===== config.mk =====
export PLATFORM = sky130hd
export DESIGN_NAME = pkfloat_unpack
export DESIGN_NICKNAME = d
export VERILOG_FILES = /design/src/rtl/pkfu_pkg.sv /design/src/rtl/pkfu_lzc.sv /design/src/rtl/pkfu_small_cvt.sv /design/src/rtl/pkfu_shared_cvt.sv /design/src/rtl/pkfloat_unpack.sv
export SDC_FILE = /design/constraint.sdc
export NUM_CORES = 1
export LEC_CHECK = 0
export ABC_AREA = 1
export BUFFER_PORTS_ARGS = -buffer_cell sky130_fd_sc_hd__buf_2
export CAP_MARGIN = 20
export CORE_UTILIZATION = 45
export DETAILED_ROUTE_END_ITERATION = 7
export PLACE_DENSITY = 0.67
export SLEW_MARGIN = 10
export SYNTH_ARGS = -nofsm -noshare
export SYNTH_HDL_FRONTEND = slang
export SYNTH_HIERARCHICAL = 1
export SYNTH_SLANG_ARGS = --single-unit

===== constraint.sdc =====
create_clock -name clk -period 0.8 [get_ports clk]
set_input_delay 0.04 -clock clk [delete_from_list [all_inputs] [get_ports clk]]
set_output_delay 0.04 -clock clk [all_outputs]
set_load 0.1 [all_outputs]

===== src/rtl/pkfu_pkg.sv =====
package pkfu_pkg;
  localparam int F32_W       = 32;
  localparam int F32_MANT_W  = 23;
  localparam int F32_EXP_W   = 8;
  localparam int F32_BIAS    = 127;
  localparam int SMALL_EXP_W = 5;
  localparam int SMALL_BIAS  = 15;
  localparam logic [F32_W-1:0] F32_POS_INF = 32'h7F80_0000;
  localparam logic [F32_W-1:0] F32_QNAN    = 32'h7FC0_0000;
  localparam logic [F32_W-1:0] F32_ZERO    = 32'h0000_0000;

  typedef enum logic {
    MODE_PACKED = 1'b0,
    MODE_SHARED = 1'b1
  } unpack_mode_e;

  // Positive float32 from an already biased exponent and a mantissa
  function automatic logic [F32_W-1:0] f32_pos(input logic [F32_EXP_W-1:0] bexp,
                                               input logic [F32_MANT_W-1:0] mant);
    return {1'b0, bexp, mant};
  endfunction
endpackage


===== src/rtl/pkfu_lzc.sv =====
module pkfu_lzc #(
  parameter int W = 6,
  localparam int CW = $clog2(W + 1)
) (
  input  logic [W-1:0]  val,
  output logic [CW-1:0] count
);
  always_comb begin
    count = CW'(W);
    for (int i = 0; i < W; i++) begin
      if (val[i]) count = CW'(W - 1 - i);
    end
  end
endmodule


===== src/rtl/pkfu_small_cvt.sv =====
module pkfu_small_cvt
  import pkfu_pkg::*;
#(
  parameter int FRAC_W = 6,
  localparam int CODE_W = SMALL_EXP_W + FRAC_W,
  localparam int LZ_W   = $clog2(FRAC_W + 1),
  localparam int PAD_W  = F32_MANT_W - FRAC_W,
  // float32 biased exponent of 2^0 for a small exponent of 0 offset: 127 - 15
  localparam int NORM_OFS = F32_BIAS - SMALL_BIAS
) (
  input  logic [CODE_W-1:0] code,
  output logic [F32_W-1:0]  f32
);
  logic [SMALL_EXP_W-1:0] e;
  logic [FRAC_W-1:0]      f;
  logic [LZ_W-1:0]        lz;
  logic [FRAC_W-1:0]      f_norm;
  logic                   exp_max, exp_min, frac_nz;

  assign e = code[CODE_W-1 -: SMALL_EXP_W];
  assign f = code[FRAC_W-1:0];

  pkfu_lzc #(.W(FRAC_W)) u_lzc (.val(f), .count(lz));

  // Drop the leading one; the remainder becomes the float32 fraction
  assign f_norm  = f << (lz + 1'b1);
  assign exp_max = &e;
  assign exp_min = ~|e;
  assign frac_nz = |f;

  always_comb begin
    if (exp_max) begin
      f32 = frac_nz ? F32_QNAN : F32_POS_INF;
    end else if (!exp_min) begin
      f32 = f32_pos(F32_EXP_W'(e) + F32_EXP_W'(NORM_OFS), {f, {PAD_W{1'b0}}});
    end else if (frac_nz) begin
      // value 2^(-14) * 0.f: biased exponent = 112 - lz
      f32 = f32_pos(F32_EXP_W'(NORM_OFS) - F32_EXP_W'(lz), {f_norm, {PAD_W{1'b0}}});
    end else begin
      f32 = F32_ZERO;
    end
  end
endmodule


===== src/rtl/pkfu_shared_cvt.sv =====
module pkfu_shared_cvt
  import pkfu_pkg::*;
#(
  parameter int MANT_W = 9,
  localparam int LZ_W  = $clog2(MANT_W + 1),
  localparam int PAD_W = F32_MANT_W - MANT_W,
  // value f * 2^(e - 15 - MANT_W), msb at MANT_W-1-lz: biased = e + 111 - lz
  localparam int SH_OFS = F32_BIAS - SMALL_BIAS - 1
) (
  input  logic [SMALL_EXP_W-1:0] sexp,
  input  logic [MANT_W-1:0]      frac,
  output logic [F32_W-1:0]       f32
);
  logic [LZ_W-1:0]   lz;
  logic [MANT_W-1:0] f_norm;

  pkfu_lzc #(.W(MANT_W)) u_lzc (.val(frac), .count(lz));

  assign f_norm = frac << (lz + 1'b1);

  always_comb begin
    if (|frac) begin
      f32 = f32_pos(F32_EXP_W'(sexp) + F32_EXP_W'(SH_OFS) - F32_EXP_W'(lz),
                    {f_norm, {PAD_W{1'b0}}});
    end else begin
      f32 = F32_ZERO;
    end
  end
endmodule


===== src/rtl/pkfloat_unpack.sv =====
module pkfloat_unpack
  import pkfu_pkg::*;
#(
  parameter int WIDE_FRAC_W   = 6,
  parameter int NARROW_FRAC_W = 5,
  parameter int SHARED_MANT_W = 9,
  localparam int NCH     = 3,
  localparam int WIDE_W  = SMALL_EXP_W + WIDE_FRAC_W,
  localparam int WORD_W  = 2 * WIDE_W + SMALL_EXP_W + NARROW_FRAC_W
) (
  input  logic              clk,
  input  logic              rst_n,
  input  logic              in_valid,
  input  logic              in_mode,
  input  logic [WORD_W-1:0] in_word,
  output logic              out_valid,
  output logic [F32_W-1:0]  out_red,
  output logic [F32_W-1:0]  out_green,
  output logic [F32_W-1:0]  out_blue
);
  logic [F32_W-1:0] packed_f [NCH];
  logic [F32_W-1:0] shared_f [NCH];
  logic [F32_W-1:0] sel_f    [NCH];
  unpack_mode_e     mode;

  assign mode = unpack_mode_e'(in_mode);

  // Packed colour: channel 0 = red (low), 2 = blue (narrow, top)
  for (genvar ch = 0; ch < NCH; ch++) begin : g_packed
    localparam int FW   = (ch == NCH - 1) ? NARROW_FRAC_W : WIDE_FRAC_W;
    localparam int BASE = ch * WIDE_W;
    pkfu_small_cvt #(.FRAC_W(FW)) u_cvt (
      .code (in_word[BASE +: SMALL_EXP_W + FW]),
      .f32  (packed_f[ch])
    );
  end

  // Shared exponent: fractions from red (low) upward, exponent on top
  for (genvar ch = 0; ch < NCH; ch++) begin : g_shared
    pkfu_shared_cvt #(.MANT_W(SHARED_MANT_W)) u_cvt (
      .sexp (in_word[WORD_W-1 -: SMALL_EXP_W]),
      .frac (in_word[ch*SHARED_MANT_W +: SHARED_MANT_W]),
      .f32  (shared_f[ch])
    );
  end

  always_comb begin
    for (int ch = 0; ch < NCH; ch++) begin
      sel_f[ch] = (mode == MODE_SHARED) ? shared_f[ch] : packed_f[ch];
    end
  end

  always_ff @(posedge clk or negedge rst_n) begin
    if (!rst_n) begin
      out_valid <= 1'b0;
      out_red   <= F32_ZERO;
      out_green <= F32_ZERO;
      out_blue  <= F32_ZERO;
    end else begin
      out_valid <= in_valid;
      if (in_valid) begin
        out_red   <= sel_f[0];
        out_green <= sel_f[1];
        out_blue  <= sel_f[2];
      end
    end
  end
endmodule


; ---- Word-level counts from Yosys, hierarchy flattened
; Cells that the tools add are included.
[word_totals]
inputBits = 36
register_bits = 97
output_inout_bits = 97
[classes]
shift = 6
add_sub_neg = 16
n_mux = 62
n_reduce_logical = 12
[op_table]
columns = operator, count
row1 = $mux W32, 9
row2 = $mux W31, 6
row3 = $mux W4, 24
row4 = $mux W23, 3
row5 = $mux W3, 14
row6 = $add A5 B7 Y8 const B, 4
row7 = $reduce_or A9 Y1, 3
row8 = $shl A9 B4 Y9, 3
row9 = $sub A7 B3 Y8 const A, 3
row10 = $sub A8 B4 Y8, 3
row11 = $reduce_or A5 Y1, 4
row12 = $reduce_and A5 Y1, 3
row13 = $add A4 B1 Y4 const B, 3
row14 = $reduce_or A6 Y1, 2
row15 = $shl A6 B3 Y6, 2
row16 = $add A3 B1 Y3 const B, 3
row17 = $shl A5 B3 Y5, 1
row18 = $mux W1, 4
row19 = $mux W2, 2

; ---- Longest topological paths before layout
[logic_depth]
ltp_word = 13
ltp_mapped = 22
mapped_depth_nobuf = 21

; ---- Modules after synthesis
; Netlist, hierarchy kept.
[by_module_without_submodules]
columns = mod, cells_per_inst, area_each_um2, instances
row1 = pkfloat_unpack, 813, 5331.4, 1
row2 = pkfu_shared_cvt, 133, 789.5, 3
row3 = pkfu_small_cvt (g_packed[0].u_cvt ...), 117, 618.1, 2
row4 = pkfu_small_cvt (g_packed[2].u_cvt), 101, 545.5, 1
row5 = pkfu_lzc (g_shared[0].u_cvt.u_lzc ...), 23, 100.1, 3
row6 = pkfu_lzc (g_packed[0].u_cvt.u_lzc ...), 13, 63.8, 2
row7 = pkfu_lzc (g_packed[2].u_cvt.u_lzc), 10, 58.8, 1

; ---- Worst setup path after synthesis
; No wires, ideal clock.
[synth_timing]
path_type = input to register
from = input port in_word[1]
to = register out_red[28]
required_ns = 0.732
setup_time_ns = 0.068
path_slack_ns = -1.370
stages = 22
t_arrival_ns = 2.103
cell_sequence = inv_1 -> nand2_1 -> nand2_1 -> nand2_1 -> nand2_1 -> nand2_1 -> nand2_1 -> a21oi_2 -> buf_6 -> inv_8 -> ha_1 -> ha_1 -> fa_1 -> nand2_1 -> inv_1 -> o21ai_0 -> nand2_1 -> nor2_1 -> inv_1 -> nand2_1 -> nand3_1 -> nand2_1
[synth_lines]
columns = item, line
row1 = start: declaration, pkfloat_unpack.sv:15  ; input logic [WORD_W-1:0] in_word,
row2 = end signal: assignment, pkfloat_unpack.sv:62  ; out_red <= sel_f[0];
row3 = end: declaration, pkfloat_unpack.sv:17  ; output logic [F32_W-1:0] out_red,

==> results.py <==
metrics = {
    "pwr": {
        "ir_worst_vdd_mv": 0.9982,
        "p_leak_nw": 7.619,
        "combPwrFrac_pct": 55.6,
        "p_int_mw": 13.06,
        "power.total_mw": 24.23,
        "switchingPower_mw": 11.17,
        "power-per-cell-area_nw_per_um2": 1558,
        "switching_share_pct": 46.10,
        "power_frac_clock_pct": 18.0,
        "p_seq_share_pct": 26.4,
    },
    "cts": {
        "cts_tree": "built",
        "cts.sinks": 97,
        "path_clk_slew_ps": 70,
        "clk_latency_ps": 350,
        "max-clock-path-buffers": 2,
        "clockRootBuffer": "clkbuf_16",
        "htree_levels": 3,
        "numCtsBuffers": 9,
    },
    "logic_synthesis": {
        "synth_top_family_by_area": "simple AND/OR/NAND/NOR gates",
        "muxShareOfSynthArea_pct": 0,
        "synth_top_area_share_pct": 24.35,
        "yosysWarnings": 6,
        "synth_area_sq_um": 9968,
        "synth_xor_area_share_pct": 0.8284,
        "synthDistinctLibCells": 31,
        "postSynthCellCount": 1652,
        "yosysSeqAreaShare_pct": 24.35,
        "synthSimpleGateAreaFrac_pct": 41.77,
        "ys_ff_latch": 97,
        "synth_fa_ha_area_share_pct": 5.121,
        "synth_compound_area_share_pct": 4.757,
        "synth_area_leader_cell": "dfrtp_1",
        "synth_area_leaders": "dfrtp_1 24%, nand2_1 23%, inv_1 11%",
        "avgSynthCellArea_sq_um": 6.034,
    },
    "final_layout": {
        "drive_gt1_share_pct": 38.78,
        "nNetsFinal": 1999,
        "utilization_pct": 71.50,
        "stdcell_area_sq_um": 15550,
        "final_cell_mix": "568 x nand2_1, 260 x inv_1, 138 x buf_4",
        "syn_to_final_growth_pct": 56.04,
        "final-seq-area_sq_um": 2660,
        "multiInputGateArea_sq_um": 6968,
        "layout_commonest_cell": "nand2_1",
        "n_antenna_cell": 0,
        "fillers": 1648,
    },
    "drt": {
        "drt-initial-drc-count": 524,
        "viasPerCell": 4.727,
        "vias": 10440,
        "route.detailed.wl_per_inst_um": 13.00,
        "dr.pass1.iters": 5,
        "wl_mm": 28.71,
        "ant_nets": 0,
        "drcViolationCount": 0,
    },
    "floorplan": {
        "die_area_sq_um": 22750,
        "die_h_um": 150.8,
        "initial_core_util_pct": 45.82,
        "die_w_um": 150.8,
        "io_pins": 133,
        "rows": 54,
        "coreArea_sq_um": 21760,
    },
    "critical_path": {
        "cp_max_fo": 4,
        "critPathLaunchType": "input pin",
        "critical_path_class": "in -> reg",
        "crit_arrival_ps": 2190,
        "endpoint_kind": "flip-flop",
        "r2r_setup_slack_ps": -10,
        "r2r-end": "out_green[3]",
        "r2r-start": "out_green[3]",
        "reg2reg_depth": 3,
        "required_ps": 1090,
    },
    "timing": {
        "setup_violations": 149,
        "period_minus_slack_ps": 1896,
        "hold_viol": 0,
        "fin_ws_ps": -1096,
        "fin_skew_ps": 0,
        "fin_crit_sh_pct": 237.0,
        "drv_slew": 0,
        "max_freq_mhz": 527.4,
        "rsz0062_at_grt": "yes",
    },
    "global_route": {
        "grt_pass1_vias": 9912,
        "grt_max_degree": 60,
        "grt_pass1_wl_mm": 46.35,
        "grt-ovfl-total": 0,
        "antenna_found_initial": 0,
        "grt_use_total_pct": 25.20,
    },
    "placed_design": {
        "hpwl_mm": 19.95,
        "io_buffers": 132,
        "routabilityCongestion": 0.9106,
        "placed_cell_area_sq_um": 13600,
    },
    "job": {
        "maxCapViolations": 0,
    },
    "run_status": {
        "violations": "negative setup slack",
        "status": "finished, violations left",
    },
    "min_path": {
        "min-delay-path-class": "in -> async",
    },
}
-- metal layers --
metal  GRT usage (%)  vias up  routed length, um  share of wire [%]
li1                -     5324                  -                  -
met1           32.02     4813              12290                 43
met2           44.84      257              14840                 52
met3           2.169       49                917                3.2
met4           8.100        0                667                2.3
met5               0        -                  0                  0
-- layout make-up --
type,instances,share of cell area (%)
multi-input cells,1191,44.80
repair buffers,321,26.02
flip-flops and latches,97,17.10
inverters,304,7.931
well taps,280,2.252
clock buffers,10,1.536
clock inverters,6,0.3620
-- flip-flops by register name, indices dropped and copies added (netlist names) --
register   count
out_red       32
out_green     32
out_valid      1
out_blue      32
-- how the worst max path moves through the flow --
stage | to | slack, ps | cells after the start | from
after floorplan | out_red[28] | -1250 | 22 | in_word[1]
after global placement | out_red[28] | -1520 | 18 | in_word[1]
after detailed placement | out_red[28] | -1540 | 18 | in_word[1]
after CTS | out_blue[28] | -990 | 18 | in_word[20]
after global routing | out_red[28] | -1270 | 18 | in_word[1]
final | out_red[28] | -1100 | 18 | in_word[1]
-- power groups by stage --
stage          combinational (mW)  sequential, mW  clock [mW]
6_report                     13.5            6.39        4.37
5_1_grt                      14.3            6.46        4.63
4_1_cts                      12.9            6.40        4.46
3_5_place_dp                 12.2            6.49           0
3_3_place_gp                 12.1            6.48           0
2_1_floorplan                3.94            10.5           0
-- critical path, cell delays in order --
cell and delay (ps):
buf_12 100, nor2_4 40, nor3_2 170, nor3_2 70, nor3_2 260, inv_1 120
ha_4 230, ha_4 160, fa_2 350, nand2_2 80, inv_2 40, o21ai_2 130
nand2_1 70, nor2_1 80, inv_1 40, nand2_1 50, nand3_1 70, nand2_1 70
-- what timing repair did --
item / CTS / global route
buffers inserted: 41 / 25
cloned: 2 / 1
pin swaps: 95 / 78
hold buffers: 1 / 0
hold endpoints to repair: 97 / 0
gates resized for setup: 199 / 96
setup endpoints to repair: 148 / 148
-- synth_stat cells (all sizes together) --
cell	number
o21ai	21
ha	36
or2	4
a21oi	49
nor3	18
o21bai	7
clkbuf	8
fa	3
xor2	3
conb	6
dfrtp	97
nand2	630
nand3	205
nand4	2
a31oi	3
buf	145
dlygate4sd3	3
nor2	108
inv	304
-- cell families (layout without fill, tap and decap cells) --
logic type / after synthesis / after routing
fa+ha+maj: 39 / 39
flops: 97 / 97
compound gates: 80 / 80
buf+inv: 460 / 641
simple gates: 967 / 968
xor+xnor: 3 / 4
other cells: 6 / 100
-- per-stage QoR --
stage | cells | setup slack [ps] | hold slack (ps) | TNS, ps
final | 2209 | -1096 | 101.6 | -65650
after global routing | 2209 | -1267 | 102.8 | -74960
after CTS | 2188 | -993.0 | 88.19 | -61250
after detailed placement | 2138 | -1540 | -83.30 | -68110
after global placement | 2138 | -1521 | -83.13 | -65740
after floorplan | 1746 | -1249 | -255.6 | -43630
(Power assumes the default switching activity.)
